### config.mk
export PLATFORM = sky130hd
export DESIGN_NAME = mem_barrier_gate
export DESIGN_NICKNAME = d
export VERILOG_FILES = /design/src/rtl/mbg_pkg.sv /design/src/rtl/mbg_sat_cnt.sv /design/src/rtl/mbg_seq.sv /design/src/rtl/mem_barrier_gate.sv
export SDC_FILE = /design/constraint.sdc
export NUM_CORES = 1
export LEC_CHECK = 0
export CORE_AREA = 2 2 70 72
export DETAILED_ROUTE_END_ITERATION = 10
export DIE_AREA = 0 0 72 74
export HOLD_SLACK_MARGIN = 0.06
export PLACE_DENSITY_LB_ADDON = 0.2
export SKIP_CTS_REPAIR_TIMING = 1
export SLEW_MARGIN = 40
export SYNTH_ARGS = -nofsm -noshare
export SYNTH_HDL_FRONTEND = slang
export SYNTH_HIERARCHICAL = 1
export SYNTH_SLANG_ARGS = --single-unit
### constraint.sdc
create_clock -name clk -period 2.9 [get_ports clk]
set_input_delay 0.435 -clock clk [delete_from_list [all_inputs] [get_ports clk]]
set_output_delay 0.435 -clock clk [all_outputs]
set_load 0.005 [all_outputs]
### src/rtl/mbg_pkg.sv
package mbg_pkg;

  typedef enum logic [1:0] {
    CL_OTHER = 2'd0,
    CL_LOAD  = 2'd1,
    CL_STORE = 2'd2
  } iclass_e;

  typedef enum logic [2:0] {
    BK_NONE  = 3'd0,
    BK_FULL  = 3'd1,
    BK_LDONL = 3'd2,
    BK_SYNC  = 3'd3,
    BK_ACQ   = 3'd4,
    BK_REL   = 3'd5
  } bkind_e;

  typedef enum logic [2:0] {
    GS_IDLE  = 3'd0,
    GS_DRAIN = 3'd1,
    GS_REQ   = 3'd2,
    GS_RSP   = 3'd3,
    GS_LWAIT = 3'd4
  } gstate_e;

endpackage

### src/rtl/mbg_sat_cnt.sv
module mbg_sat_cnt #(
  parameter int CNT_W = 4
) (
  input  logic             clk,
  input  logic             rst,
  input  logic             inc,
  input  logic             dec,
  output logic [CNT_W-1:0] cnt,
  output logic             full,
  output logic             zero
);
  localparam logic [CNT_W-1:0] CMAX = {CNT_W{1'b1}};

  assign full = (cnt == CMAX);
  assign zero = (cnt == '0);

  always_ff @(posedge clk) begin
    if (rst) begin
      cnt <= '0;
    end else begin
      case ({inc, dec})
        2'b10:   if (!full) cnt <= cnt + 1'b1;
        2'b01:   if (!zero) cnt <= cnt - 1'b1;
        default: cnt <= cnt;
      endcase
    end
  end

  AST_NO_WRAP: assert property (@(posedge clk) disable iff (rst)
    (cnt == CMAX && inc && !dec) |=> (cnt == CMAX));
  AST_NO_UNDER: assert property (@(posedge clk) disable iff (rst)
    (cnt == '0 && dec && !inc) |=> (cnt == '0));
  AST_BOTH_HOLD: assert property (@(posedge clk) disable iff (rst)
    (inc && dec) |=> $stable(cnt));

endmodule

### src/rtl/mbg_seq.sv
module mbg_seq
  import mbg_pkg::*;
#(
  parameter int DOM_W = 2
) (
  input  logic             clk,
  input  logic             rst,
  input  logic             bar_go,
  input  logic [2:0]       bar_kind,
  input  logic             rel_go,
  input  logic [DOM_W-1:0] dom_in,
  input  logic             ld_zero,
  input  logic             st_zero,
  input  logic             bus_ready,
  input  logic             bus_resp,
  output logic             active,
  output logic             sync_kind,
  output logic             bus_req,
  output logic [DOM_W-1:0] bus_dom,
  output logic             retire
);
  gstate_e          st;
  logic             sync_q;
  logic [DOM_W-1:0] dom_q;
  logic             ret_q;

  always_ff @(posedge clk) begin
    if (rst) begin
      st     <= GS_IDLE;
      sync_q <= 1'b0;
      dom_q  <= '0;
      ret_q  <= 1'b0;
    end else begin
      ret_q <= 1'b0;
      case (st)
        GS_IDLE: begin
          if (bar_go) begin
            dom_q  <= dom_in;
            sync_q <= (bar_kind == BK_SYNC);
            if (bar_kind == BK_FULL || bar_kind == BK_SYNC) st <= GS_DRAIN;
            else                                            st <= GS_LWAIT;
          end else if (rel_go) begin
            ret_q <= 1'b1;
          end
        end
        GS_DRAIN: if (ld_zero && st_zero) st <= GS_REQ;
        GS_REQ:   if (bus_ready) st <= GS_RSP;
        GS_RSP: begin
          if (bus_resp) begin
            st    <= GS_IDLE;
            ret_q <= 1'b1;
          end
        end
        GS_LWAIT: begin
          if (ld_zero) begin
            st    <= GS_IDLE;
            ret_q <= 1'b1;
          end
        end
        default: st <= GS_IDLE;
      endcase
    end
  end

  assign active    = (st != GS_IDLE);
  assign sync_kind = sync_q;
  assign bus_req   = (st == GS_REQ);
  assign bus_dom   = dom_q;
  assign retire    = ret_q;

  AST_REQ_HOLD: assert property (@(posedge clk) disable iff (rst)
    (bus_req && !bus_ready) |=> bus_req);
  AST_RSP_RETIRE: assert property (@(posedge clk) disable iff (rst)
    (st == GS_RSP && bus_resp) |=> (retire && !active));
  AST_RETIRE_PULSE: assert property (@(posedge clk) disable iff (rst)
    retire |=> !retire);
  AST_LOCAL_NO_BUS: assert property (@(posedge clk) disable iff (rst)
    (st == GS_LWAIT) |=> !bus_req);

endmodule

### src/rtl/mem_barrier_gate.sv
module mem_barrier_gate
  import mbg_pkg::*;
#(
  parameter int CNT_W = 4,
  parameter int DOM_W = 2
) (
  input  logic             clk,
  input  logic             rst,
  input  logic             iss_valid,
  input  logic [1:0]       iss_class,
  input  logic [2:0]       iss_bar,
  input  logic [DOM_W-1:0] iss_dom,
  input  logic             ld_done,
  input  logic             st_done,
  input  logic             bus_bar_ready,
  input  logic             bus_bar_resp,
  output logic             stall_load,
  output logic             stall_store,
  output logic             stall_other,
  output logic             stall_barrier,
  output logic             stall_release,
  output logic             bus_bar_req,
  output logic [DOM_W-1:0] bus_bar_dom,
  output logic             bar_retire
);
  localparam int NCNT = 2; // index 0 loads, index 1 stores

  logic [NCNT-1:0]  inc_v, dec_v, full_v, zero_v;
  logic [CNT_W-1:0] cnt_v [NCNT];
  logic             active, sync_kind;
  logic             ld_ok, st_ok, ot_ok, fire, bar_go, rel_go;

  genvar gi;
  generate
    for (gi = 0; gi < NCNT; gi++) begin : g_cnt
      mbg_sat_cnt #(.CNT_W(CNT_W)) u_cnt (
        .clk (clk),
        .rst (rst),
        .inc (inc_v[gi]),
        .dec (dec_v[gi]),
        .cnt (cnt_v[gi]),
        .full(full_v[gi]),
        .zero(zero_v[gi])
      );
    end
  endgenerate

  assign stall_load    = active | full_v[0];
  assign stall_store   = active | full_v[1];
  assign stall_other   = active & sync_kind;
  assign stall_barrier = active;
  assign stall_release = active | ~zero_v[0] | ~zero_v[1];

  always_comb begin
    ld_ok = (iss_class == CL_LOAD) && !stall_load &&
            (iss_bar == BK_NONE || iss_bar == BK_ACQ);
    st_ok = (iss_class == CL_STORE) && !stall_store &&
            (iss_bar == BK_NONE || (iss_bar == BK_REL && !stall_release));
    ot_ok = (iss_class == CL_OTHER) && !stall_other &&
            (iss_bar == BK_NONE ||
             ((iss_bar == BK_FULL || iss_bar == BK_LDONL || iss_bar == BK_SYNC) && !active));
    fire   = iss_valid && (ld_ok || st_ok || ot_ok);
    bar_go = fire && (iss_bar == BK_FULL || iss_bar == BK_LDONL ||
                      iss_bar == BK_SYNC || iss_bar == BK_ACQ);
    rel_go = fire && (iss_bar == BK_REL);
    inc_v  = {fire && iss_class == CL_STORE, fire && iss_class == CL_LOAD};
    dec_v  = {st_done, ld_done};
  end

  mbg_seq #(.DOM_W(DOM_W)) u_seq (
    .clk      (clk),
    .rst      (rst),
    .bar_go   (bar_go),
    .bar_kind (iss_bar),
    .rel_go   (rel_go),
    .dom_in   (iss_dom),
    .ld_zero  (zero_v[0]),
    .st_zero  (zero_v[1]),
    .bus_ready(bus_bar_ready),
    .bus_resp (bus_bar_resp),
    .active   (active),
    .sync_kind(sync_kind),
    .bus_req  (bus_bar_req),
    .bus_dom  (bus_bar_dom),
    .retire   (bar_retire)
  );

  AST_DRAIN_BEFORE_REQ: assert property (@(posedge clk) disable iff (rst)
    $rose(bus_bar_req) |-> $past(zero_v[0] && zero_v[1]));
  AST_DOM_STABLE: assert property (@(posedge clk) disable iff (rst)
    (bus_bar_req && !bus_bar_ready) |=> $stable(bus_bar_dom));
  AST_RETIRE_FREES: assert property (@(posedge clk) disable iff (rst)
    bar_retire |-> !stall_barrier);
  AST_SYNC_HOLDS_OTHER: assert property (@(posedge clk) disable iff (rst)
    (stall_other && !bar_retire) |=> (stall_other || bar_retire));

endmodule

==> summary.md <==
| Metric | Value |
|---|---|
| Family with the most delay on the worst path | simple AND/OR/NAND/NOR gates |
| Full die area | 5330 um2 |
| Final Setup Violations | 0 |
| Residual DRC count | 0 |
| Async S/R FF share, synth | 0% |
| Peak supply drop | about 150 uV |
| Worst path arrival time | 2.81 ns |
| Crit-path max cell delay | 0.46 ns |
| Area growth from synthesis to layout | 31.2% |
| # port buffers | 22 |
| Starting Density | 24.1% |
| Final WS setup | roughly 0.22 ns |
| Area of the multi-input gates | 762 um2 |
| CTS Buf Count | 3 |
| Final worst-path cycle share | 92.3% |
| Site row count | 25 |
| Boundary Pins | 23 |
| Filler cells | 499 |
| Grt ovf | 0 |
| Slew HR | 66.3% |
| Net Sw Power | around 260 uW |
| H-tree depth | 1 |
| Crit. End Element | flip-flop |
| CP max-delay cell | or3_4 |
| Seq pwr share | 35.6% |
| Gate power share | 41.9% |
| DR WL/cell | roughly 13 um |
| Detail Route Antenna Nets | 0 |
| Max cap viols | 0 |
| DR pass1 iterations | 4 |
| Die width | around 72 um |
| Die H | 74 um |
| Power Density | around 520 nW/um2 |
| Largest net degree at the start of global routing | 23 |
| Status | finished, final reports clean |
| Vias in the first global route | 991 |
| Final std cells w/o fill | 213 |
| Mux cell area share after synthesis | slightly below 6% |
| Clock Tree Buf Depth | 2 |
| Max Freq | 374 MHz |
| Cell Count Post-Placement | approximately 210 |
| Worst-Margin Slew | around 0.50 ns |
| Post-synth top flop | dfxtp_1 |
| Clock Pin Slew Worst Setup and Hold Paths | about 0.06 ns |
| Fin crit period | 2.68 ns |
| Post-synthesis simple-gate area fraction | 37.8% |
| Cells after Synth | 131 |
| Total Routing Usage GR | 10.6% |
| Net count, final | 176 |
| Count of cell types in the netlist | 51 |
| Avg Cell Area, Syn | 8.46 um2 |
| Clock power share | between 20 and 25% |
| Post-synthesis xor/xnor area fraction | 0.790% |
| RD Place Congestion | approximately 0.80 |
| Layout cells sized above 1 | between 10% and 20% |
| Core area | 4600 um2 |
| CP max FO | 9 |
| # diodes | 0 |
| Hold crit path type | reg -> reg |
| RSZ-0062 raised after global routing | no |
| EDFF count, synth | 0 |
| Worst-path cell chain | or3_4 -> nor4b_1 -> and3_1 -> or3b_1 -> nand2_1 -> ha_1 -> o32ai_2 -> mux2_1 |
| First-pass GRT wire length | 4380 um |
| Register area | 300 um2 |
| Clock Skew | 0.00253 ns |
| Fin. Hold Viols | 0 |
| Pre-CTS setup slack | 0.0764 ns |
| HPWL Detailed | 2200 um |
| P_leak | 0.563 nW |
| Critical path class | reg -> reg |
| Routed vias/inst | between 5 and 6 |
| Net Sw Frac | 34.6% |
| Adder-cell share of the synthesized area | approximately 2.3% |
| WP buf/inv | 0 |
| Critical Path RT | 3.03 ns |
| Final Max Tran Viols | 0 |
| Initial antenna violation count | 0 |
| Vias | 1,081 |
| Setup Total Neg Slack | 0 ns |
| CTS tree | done |
| Ys Warns | 6 |
| DRT iter0 DRCs | 99 |
| CP Launch Type | flip-flop |
| Register area share after synthesis | 27.1% |
| CTS Sinks | 15 |
| Synth Area in Compound Gates | 22.0% |
| Hold_ws | 0.498 ns |
| Mapped Area | approximately 1100 um2 |
| Routed wire length | 2840 um |
| Synthesized Nets | 147 |
| Pint | roughly 500 uW |
| Largest family of logic cells by synthesized area | simple AND/OR/NAND/NOR gates |
| Worst-Skew Late Latency | 0.25 ns |
| CTS Root Cell | clkbuf_8 |
| Synth Register Bits | 15 |
## sequential cells by signal, summed over array words and instances, names as in the netlist
register         cells
u_seq/st             3
g_cnt.u_cnt/cnt      8
u_seq/bus_dom        2
u_seq/retire         1
u_seq/sync_kind      1
## cell families (layout without fill, tap and decap cells)
logic type / after synthesis / count (layout)
DFF: 15 / 15
AOI/OAI and AO/OA: 33 / 33
and+or+nand+nor: 65 / 65
buffers and inverters: 9 / 37
xor gates and xnor gates: 1 / 1
adders and majority gates: 2 / 2
muxes: 6 / 6
## per-stage QoR
step / utilization (%) / instance area, um2 / total power, mW
after floorplan: - / 1110 / 0.451
final: 31.6 / 1450 / 0.761
after global routing: 31.6 / 1450 / 0.813
after global placement: 30.7 / 1410 / 0.591
after CTS: 31.7 / 1460 / 0.775
after detailed placement: 30.7 / 1410 / 0.600
## final cells by class
class,instances,share of cell area [%]
inverter,5,1.29
sequential,15,20.7
clock buffer,4,3.10
multi-input combinational,107,52.4
tap,54,4.65
timing repair buffer,28,17.9
## placed cells by master, fill, tap and decap left out, drive strengths merged, types with 4 or more instances in the layout
master | synthesis | routed
clkdlybuf4s50 | 0 | 21
o21ai | 10 | 10
nor3 | 6 | 6
buf | 3 | 7
mux2 | 4 | 4
inv | 5 | 5
dfxtp | 15 | 15
nand2b | 4 | 4
o32ai | 4 | 4
a21oi | 5 | 5
nand2 | 9 | 9
nor2b | 4 | 4
clkbuf | 1 | 4
nor2 | 12 | 12
## per-layer routing
metal / global-route usage, % / wire (um) / vias to the layer above
li1: - / - / 549
met1: 12.7 / 1320 / 511
met2: 18.1 / 1370 / 16
met3: 2.30 / 99 / 5
met4: 5.03 / 48 / 0
met5: 0 / 0 / -
## Yosys cell counts (3+ instances only)
| cell type | number | area share, % |
|---|---|---|
| inv_1 | 5 | 1.7 |
| mux2_1 | 4 | 4.1 |
| a31oi_1 | 3 | 1.7 |
| nor3_1 | 5 | 2.3 |
| o21ai_1 | 3 | 1.4 |
| nand2b_1 | 4 | 2.3 |
| dfxtp_1 | 15 | 27 |
| nand3b_1 | 3 | 2.0 |
| nor4b_1 | 3 | 2.4 |
| nor2b_1 | 4 | 2.3 |
| nor2_1 | 11 | 3.7 |
| o21ai_0 | 7 | 3.2 |
| nand2_1 | 9 | 3.0 |
| a21oi_1 | 5 | 2.3 |
## power groups by stage
| stage | logic [mW] | registers, mW | clock network [mW] |
|---|---|---|---|
| after floorplan | 0.187 | 0.264 | 0 |
| after CTS | 0.327 | 0.271 | 0.178 |
| after detailed placement | 0.325 | 0.275 | 0 |
| final | 0.319 | 0.271 | 0.171 |
| after global placement | 0.318 | 0.273 | 0 |
| after global routing | 0.348 | 0.277 | 0.188 |
## path summary, 6_finish.rpt
kind | from | endpoint | slack (ns) | cells after the start
worst max-delay path | u_seq/st[1]$_SDFFE_PP0P_ | g_cnt[0].u_cnt/cnt[2]$_SDFFE_PP0P_ | 0.22 | 8
worst min-delay path | u_seq/sync_kind$_SDFFE_PP0P_ | u_seq/sync_kind$_SDFFE_PP0P_ | 0.50 | 2
worst max register to register | u_seq/st[1]$_SDFFE_PP0P_ | g_cnt[0].u_cnt/cnt[2]$_SDFFE_PP0P_ | 0.22 | 8
worst min register to register | u_seq/sync_kind$_SDFFE_PP0P_ | u_seq/sync_kind$_SDFFE_PP0P_ | 0.50 | 2
## worst register-to-register path: stages (launching register included)
cell and delay [ns]:
dfxtp_1 0.31, or3_4 0.46, nor4b_1 0.39, and3_1 0.29
or3b_1 0.20, nand2_1 0.08, ha_1 0.21, o32ai_2 0.28
mux2_1 0.34
(Power assumes the default switching activity.)
